<file path="src/rtl/stbuf_pkg.sv">
package stbuf_pkg;
  typedef enum logic [1:0] {LS_I = 2'd0, LS_S = 2'd1, LS_M = 2'd2} line_st_e;
  typedef enum logic {SNP_RD = 1'b0, SNP_RDX = 1'b1} snp_e;
  typedef enum logic {REQ_UPG = 1'b0, REQ_RDX = 1'b1} req_e;
  typedef enum logic {CM_IDLE = 1'b0, CM_WAIT = 1'b1} cm_e;
endpackage

</file>
<file path="src/rtl/stbuf_queue.sv">
module stbuf_queue #(
  parameter int DEPTH = 8,
  parameter int AW    = 32,
  parameter int DW    = 32,
  localparam int IW   = $clog2(DEPTH),
  localparam int PW   = IW + 1
) (
  input  logic          clk_i,
  input  logic          rst_ni,
  input  logic          push_i,
  input  logic [AW-1:0] push_addr_i,
  input  logic [DW-1:0] push_data_i,
  input  logic          retire_i,
  input  logic          flush_i,
  input  logic          pop_i,
  output logic          full_o,
  output logic [PW-1:0] tail_o,
  output logic          head_ret_o,
  output logic [AW-1:0] head_addr_o,
  output logic [DW-1:0] head_data_o,
  input  logic [AW-3:0] ld_word_i,
  input  logic [PW-1:0] ld_age_i,
  output logic          ld_hit_o,
  output logic [DW-1:0] ld_data_o
);
  logic [AW-1:0] addr_q [DEPTH];
  logic [DW-1:0] data_q [DEPTH];
  logic [PW-1:0] head_q, tail_q, rptr_q;
  logic [PW-1:0] used, span;
  logic          retire_ok, do_push;

  assign used       = tail_q - head_q;
  assign full_o     = used == PW'(DEPTH);
  assign tail_o     = tail_q;
  assign head_ret_o = rptr_q != head_q;
  assign head_addr_o = addr_q[IW'(head_q)];
  assign head_data_o = data_q[IW'(head_q)];
  assign retire_ok  = retire_i && (rptr_q != tail_q);
  assign do_push    = push_i && !full_o && !flush_i;

  always_ff @(posedge clk_i or negedge rst_ni) begin
    if (!rst_ni) begin
      head_q <= '0;
      tail_q <= '0;
      rptr_q <= '0;
    end else begin
      if (pop_i)     head_q <= head_q + 1'b1;
      if (retire_ok) rptr_q <= rptr_q + 1'b1;
      // unretired entries are dropped; a same-cycle retire is kept
      if (flush_i)      tail_q <= rptr_q + PW'(retire_ok);
      else if (do_push) tail_q <= tail_q + 1'b1;
    end
  end

  always_ff @(posedge clk_i) begin
    if (do_push) begin
      addr_q[IW'(tail_q)] <= push_addr_i;
      data_q[IW'(tail_q)] <= push_data_i;
    end
  end

  // youngest older match wins: later iterations overwrite
  always_comb begin
    ld_hit_o  = 1'b0;
    ld_data_o = '0;
    span      = ld_age_i - head_q;
    if (span > used) span = '0;
    for (int i = 0; i < DEPTH; i++) begin
      if (PW'(i) < span && addr_q[IW'(head_q + PW'(i))][AW-1:2] == ld_word_i) begin
        ld_hit_o  = 1'b1;
        ld_data_o = data_q[IW'(head_q + PW'(i))];
      end
    end
  end


  full_stall_chk: assert property (@(posedge clk_i) disable iff (!rst_ni)
    full_o && !pop_i && !flush_i |=> tail_q == $past(tail_q));


  flush_cut_chk: assert property (@(posedge clk_i) disable iff (!rst_ni)
    flush_i |=> rptr_q == tail_q);
endmodule

</file>
<file path="src/rtl/stbuf_lines.sv">
module stbuf_lines
  import stbuf_pkg::*;
#(
  parameter int IDX_W = 4,
  localparam int NL   = 1 << IDX_W
) (
  input  logic             clk_i,
  input  logic             rst_ni,
  input  logic             snp_valid_i,
  input  snp_e             snp_type_i,
  input  logic [IDX_W-1:0] snp_idx_i,
  output logic             supply_o,
  input  logic [IDX_W-1:0] look_idx_i,
  output line_st_e         look_st_o,
  input  logic             set_m_i,
  input  logic [IDX_W-1:0] set_idx_i
);
  line_st_e state_q [NL];
  line_st_e snp_nxt;

  always_comb begin
    snp_nxt = state_q[snp_idx_i];
    if (snp_type_i == SNP_RDX)          snp_nxt = LS_I;
    else if (state_q[snp_idx_i] == LS_M) snp_nxt = LS_S;
  end

  assign supply_o = snp_valid_i && state_q[snp_idx_i] == LS_M;
  // commit sees the state after a same-cycle snoop
  assign look_st_o = (snp_valid_i && snp_idx_i == look_idx_i) ? snp_nxt : state_q[look_idx_i];

  always_ff @(posedge clk_i or negedge rst_ni) begin
    if (!rst_ni) begin
      for (int i = 0; i < NL; i++) state_q[i] <= LS_I;
    end else begin
      if (snp_valid_i) state_q[snp_idx_i] <= snp_nxt;
      if (set_m_i)     state_q[set_idx_i] <= LS_M;
    end
  end


  rd_to_s_chk: assert property (@(posedge clk_i) disable iff (!rst_ni)
    snp_valid_i && snp_type_i == SNP_RD && state_q[snp_idx_i] == LS_M &&
    !(set_m_i && set_idx_i == snp_idx_i) |=> state_q[$past(snp_idx_i)] == LS_S);


  rdx_inv_chk: assert property (@(posedge clk_i) disable iff (!rst_ni)
    snp_valid_i && snp_type_i == SNP_RDX &&
    !(set_m_i && set_idx_i == snp_idx_i) |=> state_q[$past(snp_idx_i)] == LS_I);
endmodule

</file>
<file path="src/rtl/stbuf_top.sv">
module stbuf_top
  import stbuf_pkg::*;
#(
  parameter int DEPTH  = 8,
  parameter int AW     = 32,
  parameter int DW     = 32,
  parameter int OFF_W  = 4,
  parameter int IDX_W  = 4,
  localparam int PW    = $clog2(DEPTH) + 1
) (
  input  logic             clk_i,
  input  logic             rst_ni,
  input  logic             st_valid_i,
  input  logic [AW-1:0]    st_addr_i,
  input  logic [DW-1:0]    st_data_i,
  output logic             st_ready_o,
  output logic [PW-1:0]    st_tag_o,
  input  logic             retire_i,
  input  logic             flush_i,
  input  logic [AW-3:0]    ld_word_i,
  input  logic [PW-1:0]    ld_age_i,
  output logic             ld_hit_o,
  output logic [DW-1:0]    ld_data_o,
  input  logic             snp_valid_i,
  input  logic             snp_type_i,
  input  logic [IDX_W-1:0] snp_idx_i,
  output logic             snp_supply_o,
  output logic             bus_req_o,
  output logic             bus_req_type_o,
  output logic [AW-1:0]    bus_req_addr_o,
  input  logic             bus_gnt_i,
  output logic             wr_en_o,
  output logic [AW-1:0]    wr_addr_o,
  output logic [DW-1:0]    wr_data_o
);
  logic             full, head_ret, pop, set_m;
  logic [AW-1:0]    head_addr;
  logic [DW-1:0]    head_data;
  logic [IDX_W-1:0] head_idx;
  line_st_e         line_st;
  cm_e              cm_q, cm_d;
  req_e             rt_q, rt_d;

  stbuf_queue #(.DEPTH(DEPTH), .AW(AW), .DW(DW)) u_queue (
    .clk_i, .rst_ni,
    .push_i(st_valid_i), .push_addr_i(st_addr_i), .push_data_i(st_data_i),
    .retire_i, .flush_i, .pop_i(pop),
    .full_o(full), .tail_o(st_tag_o),
    .head_ret_o(head_ret), .head_addr_o(head_addr), .head_data_o(head_data),
    .ld_word_i, .ld_age_i, .ld_hit_o, .ld_data_o
  );

  assign head_idx = head_addr[OFF_W +: IDX_W];

  stbuf_lines #(.IDX_W(IDX_W)) u_lines (
    .clk_i, .rst_ni,
    .snp_valid_i, .snp_type_i(snp_e'(snp_type_i)), .snp_idx_i,
    .supply_o(snp_supply_o),
    .look_idx_i(head_idx), .look_st_o(line_st),
    .set_m_i(set_m), .set_idx_i(head_idx)
  );

  always_comb begin
    cm_d  = cm_q;
    rt_d  = rt_q;
    pop   = 1'b0;
    set_m = 1'b0;
    unique case (cm_q)
      CM_IDLE: if (head_ret) begin
        if (line_st == LS_M) pop = 1'b1;
        else begin
          cm_d = CM_WAIT;
          rt_d = (line_st == LS_S) ? REQ_UPG : REQ_RDX;
        end
      end
      CM_WAIT: if (bus_gnt_i) begin
        pop   = 1'b1;
        set_m = 1'b1;
        cm_d  = CM_IDLE;
      end
      default: cm_d = CM_IDLE;
    endcase
  end

  always_ff @(posedge clk_i or negedge rst_ni) begin
    if (!rst_ni) begin
      cm_q <= CM_IDLE;
      rt_q <= REQ_UPG;
    end else begin
      cm_q <= cm_d;
      rt_q <= rt_d;
    end
  end

  assign st_ready_o     = !full;
  assign bus_req_o      = cm_q == CM_WAIT;
  assign bus_req_type_o = rt_q;
  assign bus_req_addr_o = head_addr;
  assign wr_en_o        = pop;
  assign wr_addr_o      = head_addr;
  assign wr_data_o      = head_data;


  write_retired_chk: assert property (@(posedge clk_i) disable iff (!rst_ni)
    wr_en_o |-> head_ret);


  local_write_chk: assert property (@(posedge clk_i) disable iff (!rst_ni)
    wr_en_o && !bus_req_o |-> line_st == LS_M);


  req_hold_chk: assert property (@(posedge clk_i) disable iff (!rst_ni)
    bus_req_o && !bus_gnt_i |=> bus_req_o && $stable(bus_req_addr_o) && $stable(bus_req_type_o));


  grant_write_chk: assert property (@(posedge clk_i) disable iff (!rst_ni)
    bus_req_o && bus_gnt_i |-> wr_en_o && wr_addr_o == bus_req_addr_o);
endmodule

</file>
<file path="config.mk">
export PLATFORM = sky130hd
export DESIGN_NAME = stbuf_top
export DESIGN_NICKNAME = d
export VERILOG_FILES = /design/src/rtl/stbuf_pkg.sv /design/src/rtl/stbuf_queue.sv /design/src/rtl/stbuf_lines.sv /design/src/rtl/stbuf_top.sv
export SDC_FILE = /design/constraint.sdc
export NUM_CORES = 2
export LEC_CHECK = 0
export BUFFER_PORTS_ARGS = -buffer_cell sky130_fd_sc_hd__buf_2
export CAP_MARGIN = 20
export CELL_PAD_IN_SITES_DETAIL_PLACEMENT = 0
export CELL_PAD_IN_SITES_GLOBAL_PLACEMENT = 1
export CORE_MARGIN = 2
export CORE_UTILIZATION = 57
export DETAILED_ROUTE_END_ITERATION = 10
export PLACE_DENSITY = 0.88
export SYNTH_ARGS = -nofsm -noshare
export SYNTH_HDL_FRONTEND = slang
export SYNTH_SLANG_ARGS = --single-unit
</file>
<file path="constraint.sdc">
create_clock -name clk_i -period 17.1 [get_ports clk_i]
set_input_delay 4.275 -clock clk_i [delete_from_list [all_inputs] [get_ports clk_i]]
set_output_delay 4.275 -clock clk_i [all_outputs]
set_load 0.005 [all_outputs]
</file>
==> out/metrics.csv <==
stage,metric,value,unit
logic_synthesis,Synth cell types,83,
logic_synthesis,Syn Inst Count,3369,
global_routing,initial antenna violation count,29,
logic_synthesis,Async SR Flop Fraction,8.24,%
global_routing,largest net degree at the start of global routing,156,
placement,# port buffers,247,
logic_synthesis,yosys warns,0,
logic_synthesis,Synth area leader,edfxtp_1,
timing,clock skew,0.0399,ns
setup_path,start-to-end type of the worst setup path,in -> out,
power_and_ir_drop,peak supply drop,0.000234,V
setup_path,Setup crit end kind,output port,
clock_network,H-tree levels,2,
clock_network,CTS tree,done,
setup_path,CP max FO,33,
placement,placed cell count,4380,
global_routing,Congestion Overflow GR,0,
timing,Total Neg Setup Slack,0,ns
logic_synthesis,Post-synth EDFFs,512,
detailed_routing,DRC viols,0,
timing,period utilization,80.2,%
setup_path,WP data required,12.82,ns
timing,worst relative slew slack,21.5,%
detailed_routing,initial drt markers,4869,
timing,clock period minus worst slack,13.71,ns
finish,Nets,3538,
status,status,completed,
timing,final max-slew violation count,0,
worst_hold_path,worst min path class,reg -> reg,
floorplanning,num ports,248,
clock_network,Max clock buf depth,3,
placement,placer congestion estimate,0.996,
power_and_ir_drop,pwr/cell area,207,mW/mm²
finish,Layout Area Growth over Synthesis,8.13,%
logic_synthesis,sequential-to-total area share from yosys stat,37.1,%
placement,DP HPWL,93600,µm
timing,fmax,0.0729,GHz
clock_network,clock root buffer master,clkbuf_16,
logic_synthesis,Synth Register Bits,558,
clock_network,post-cts sizing count,0,
detailed_routing,WL per Instance,32.1,µm
clock_network,clk sinks,558,
logic_synthesis,Mapped Area,0.0446,mm²
timing,hold violation count in the final report,0,
global_routing,first-pass GRT wire length,215000,µm
floorplanning,die area,0.0805,mm²
logic_synthesis,post-synth top area share,34.5,%
timing,RSZ-0062 raised after global routing,no,
logic_synthesis,syn_nets,3498,
detailed_routing,final WL,145000,µm
timing,Worst Max-Slew Pin Slew,1.17,ns
clock_network,setup bufs post-CTS,0,
detailed_routing,DR vias,34113,
clock_network,later-pin clock latency in the skew report,0.66,ns
detailed_routing,Routed Antenna Nets,0,
detailed_routing,Via density,7.55,
global_routing,overall routing resource usage,35.6,%
clock_network,CTS Buf Count,61,
power_and_ir_drop,leakage,0.0169,µW
logic_synthesis,syn_area_per_cell,13.2,µm²
global_routing,vias in the first global route,33163,
finish,Finished Layout Cells,4518,
detailed_routing,total iterations of the first detailed-routing run,8,
floorplanning,Core Region,0.0775,mm²
finish,share of cells above drive strength 1,32.4,%
floorplanning,Die Width,284,µm
logic_synthesis,Area contributors post-synth,"edfxtp_1 (34%), mux4_2 (31%), mux2i_1 (6.3%)",
clock_network,Post-CTS Hold Buffers,0,
flow_run,MaxCap Viol Count,0,
setup_path,Worst EP arrival,9.43,ns
setup_path,startpoint types,input port,
floorplanning,Die Height,284,µm
clock_network,"CTS clk-pin slew, worst paths",0.06,ns
timing,Setup Viol. Count Final,0,
logic_synthesis,Synth Flop Type,edfxtp_1,
floorplanning,row count,102,
floorplanning,Initial Util,57.5,%
critical path: stages:
cell       delay [ns]
buf_2            0.12
inv_1            0.07
ha_1             0.16
inv_1            0.06
fa_1             0.62
ha_1             0.30
nor2b_1          0.14
o211a_1          0.21
o21ai_0          0.43
o21ai_0          0.17
buf_4            0.19
a2111oi_1        0.57
nand4b_4         0.91
nor3b_1          0.48
o2111ai_1        0.14
a31oi_1          0.34
buf_2            0.18
metal layers:
| metal | wire length (µm) | track usage, % |
|---|---|---|
| met2 | 67200 | 54.6 |
| met5 | 172 | 0 |
| met3 | 19000 | 8.33 |
| met1 | 51100 | 48.6 |
| met4 | 7390 | 16.6 |
final cells by class:
| type | count | area (µm²) |
|---|---|---|
| fillers | 5720 | 29300 |
| clock inverters | 46 | 547 |
| inverters | 33 | 126 |
| flip-flops and latches | 558 | 16500 |
| multi-input cells | 2445 | 26300 |
| repair buffers | 310 | 1820 |
| diodes | 17 | 42.5 |
| clock buffers | 69 | 1570 |
| well taps | 1040 | 1300 |
cells in the mapped netlist (all sizes together), types with 33 or more instances:
cell type / n
mux4: 607
edfxtp: 512
nand2: 445
mux2i: 282
buf: 224
xnor2: 175
nor2: 121
clkbuf: 109
xor2: 108
o21ai: 103
nand3: 95
mux2: 66
a21oi: 60
o22ai: 48
dfrtp: 46
nand4: 44
a31oi: 39
nor3b: 35
o2111ai: 33
sequential cells by signal, summed over array words and instances (netlist names):
name and cells:
u_queue.head_q 4, bus_req_o 1, u_queue.data_q 256, u_queue.rptr_q 4, u_queue.addr_q 256, u_queue.tail_o 4
bus_req_type_o 1, u_lines.state_q 32
cells in the final DEF, fill, tap and decap left out, types with 8 or more instances in the layout:
cell / count
nand2_1: 445
xor2_1: 106
mux2_2: 66
ha_1: 15
clkinv_1: 14
nand4_1: 44
nor3_1: 13
nand3_1: 95
diode_2: 17
xnor2_1: 173
buf_4: 54
nor2_1: 113
buf_2: 247
o21ai_0: 101
clkbuf_16: 61
clkinv_2: 9
mux2i_1: 280
or3_1: 14
a31oi_1: 39
nor3b_1: 22
inv_1: 29
o2111ai_1: 33
a22oi_1: 13
nand3b_1: 8
a21oi_1: 60
o22ai_1: 48
dfrtp_1: 43
edfxtp_1: 512
bufinv_16: 10
mux4_2: 604
nor3b_2: 13
nor4_1: 27
worst paths after layout:
kind | start | end | slack, ns | cells past startpoint
max in group asynchronous | rst_ni | u_queue.head_q[1] | 13.09 | 2
worst max-delay path | ld_age_i[0] | ld_data_o[22] | 3.39 | 17
min in group asynchronous | rst_ni | u_lines.state_q[28] | 3.49 | 1
worst min-delay path | u_lines.state_q[7] | u_lines.state_q[7] | 0.54 | 2
worst max register to register | u_queue.head_q[1] | u_queue.head_q[1] | 10.05 | 13
worst min register to register | u_lines.state_q[7] | u_lines.state_q[7] | 0.54 | 2
kinds of logic after synthesis:
logic type | Yosys count | share of synthesized area, %
muxes | 955 | 38.7
buffers and inverters | 366 | 4.39
DFF | 558 | 37.1
AOI/OAI and AO/OA | 349 | 5.02
and+or+nand+nor | 839 | 8.67
xor gates and xnor gates | 283 | 5.56
adders and majority gates | 19 | 0.567
power by group:
group	total (µW)	switching, µW	internal, µW
clock network	1390	573	814
registers	1880	229	1650
logic	6680	3690	3000
total	9950	4490	5470
metrics by stage:
stage               worst slack [ns]  total power, µW  instance area (µm²)  utilization, %  hold slack (ns)
floorplan                       4.87             6860                44600               -            0.481
global placement                3.67             8290                45900            59.3            0.507
detailed placement              3.59             8410                45900            59.3            0.517
CTS                             3.57             9830                48000            62.0            0.532
global route                    3.17            10400                48200            62.2            0.552
finish                          3.39             9950                48200            62.2            0.538
Power figures use the tool's default switching activity.
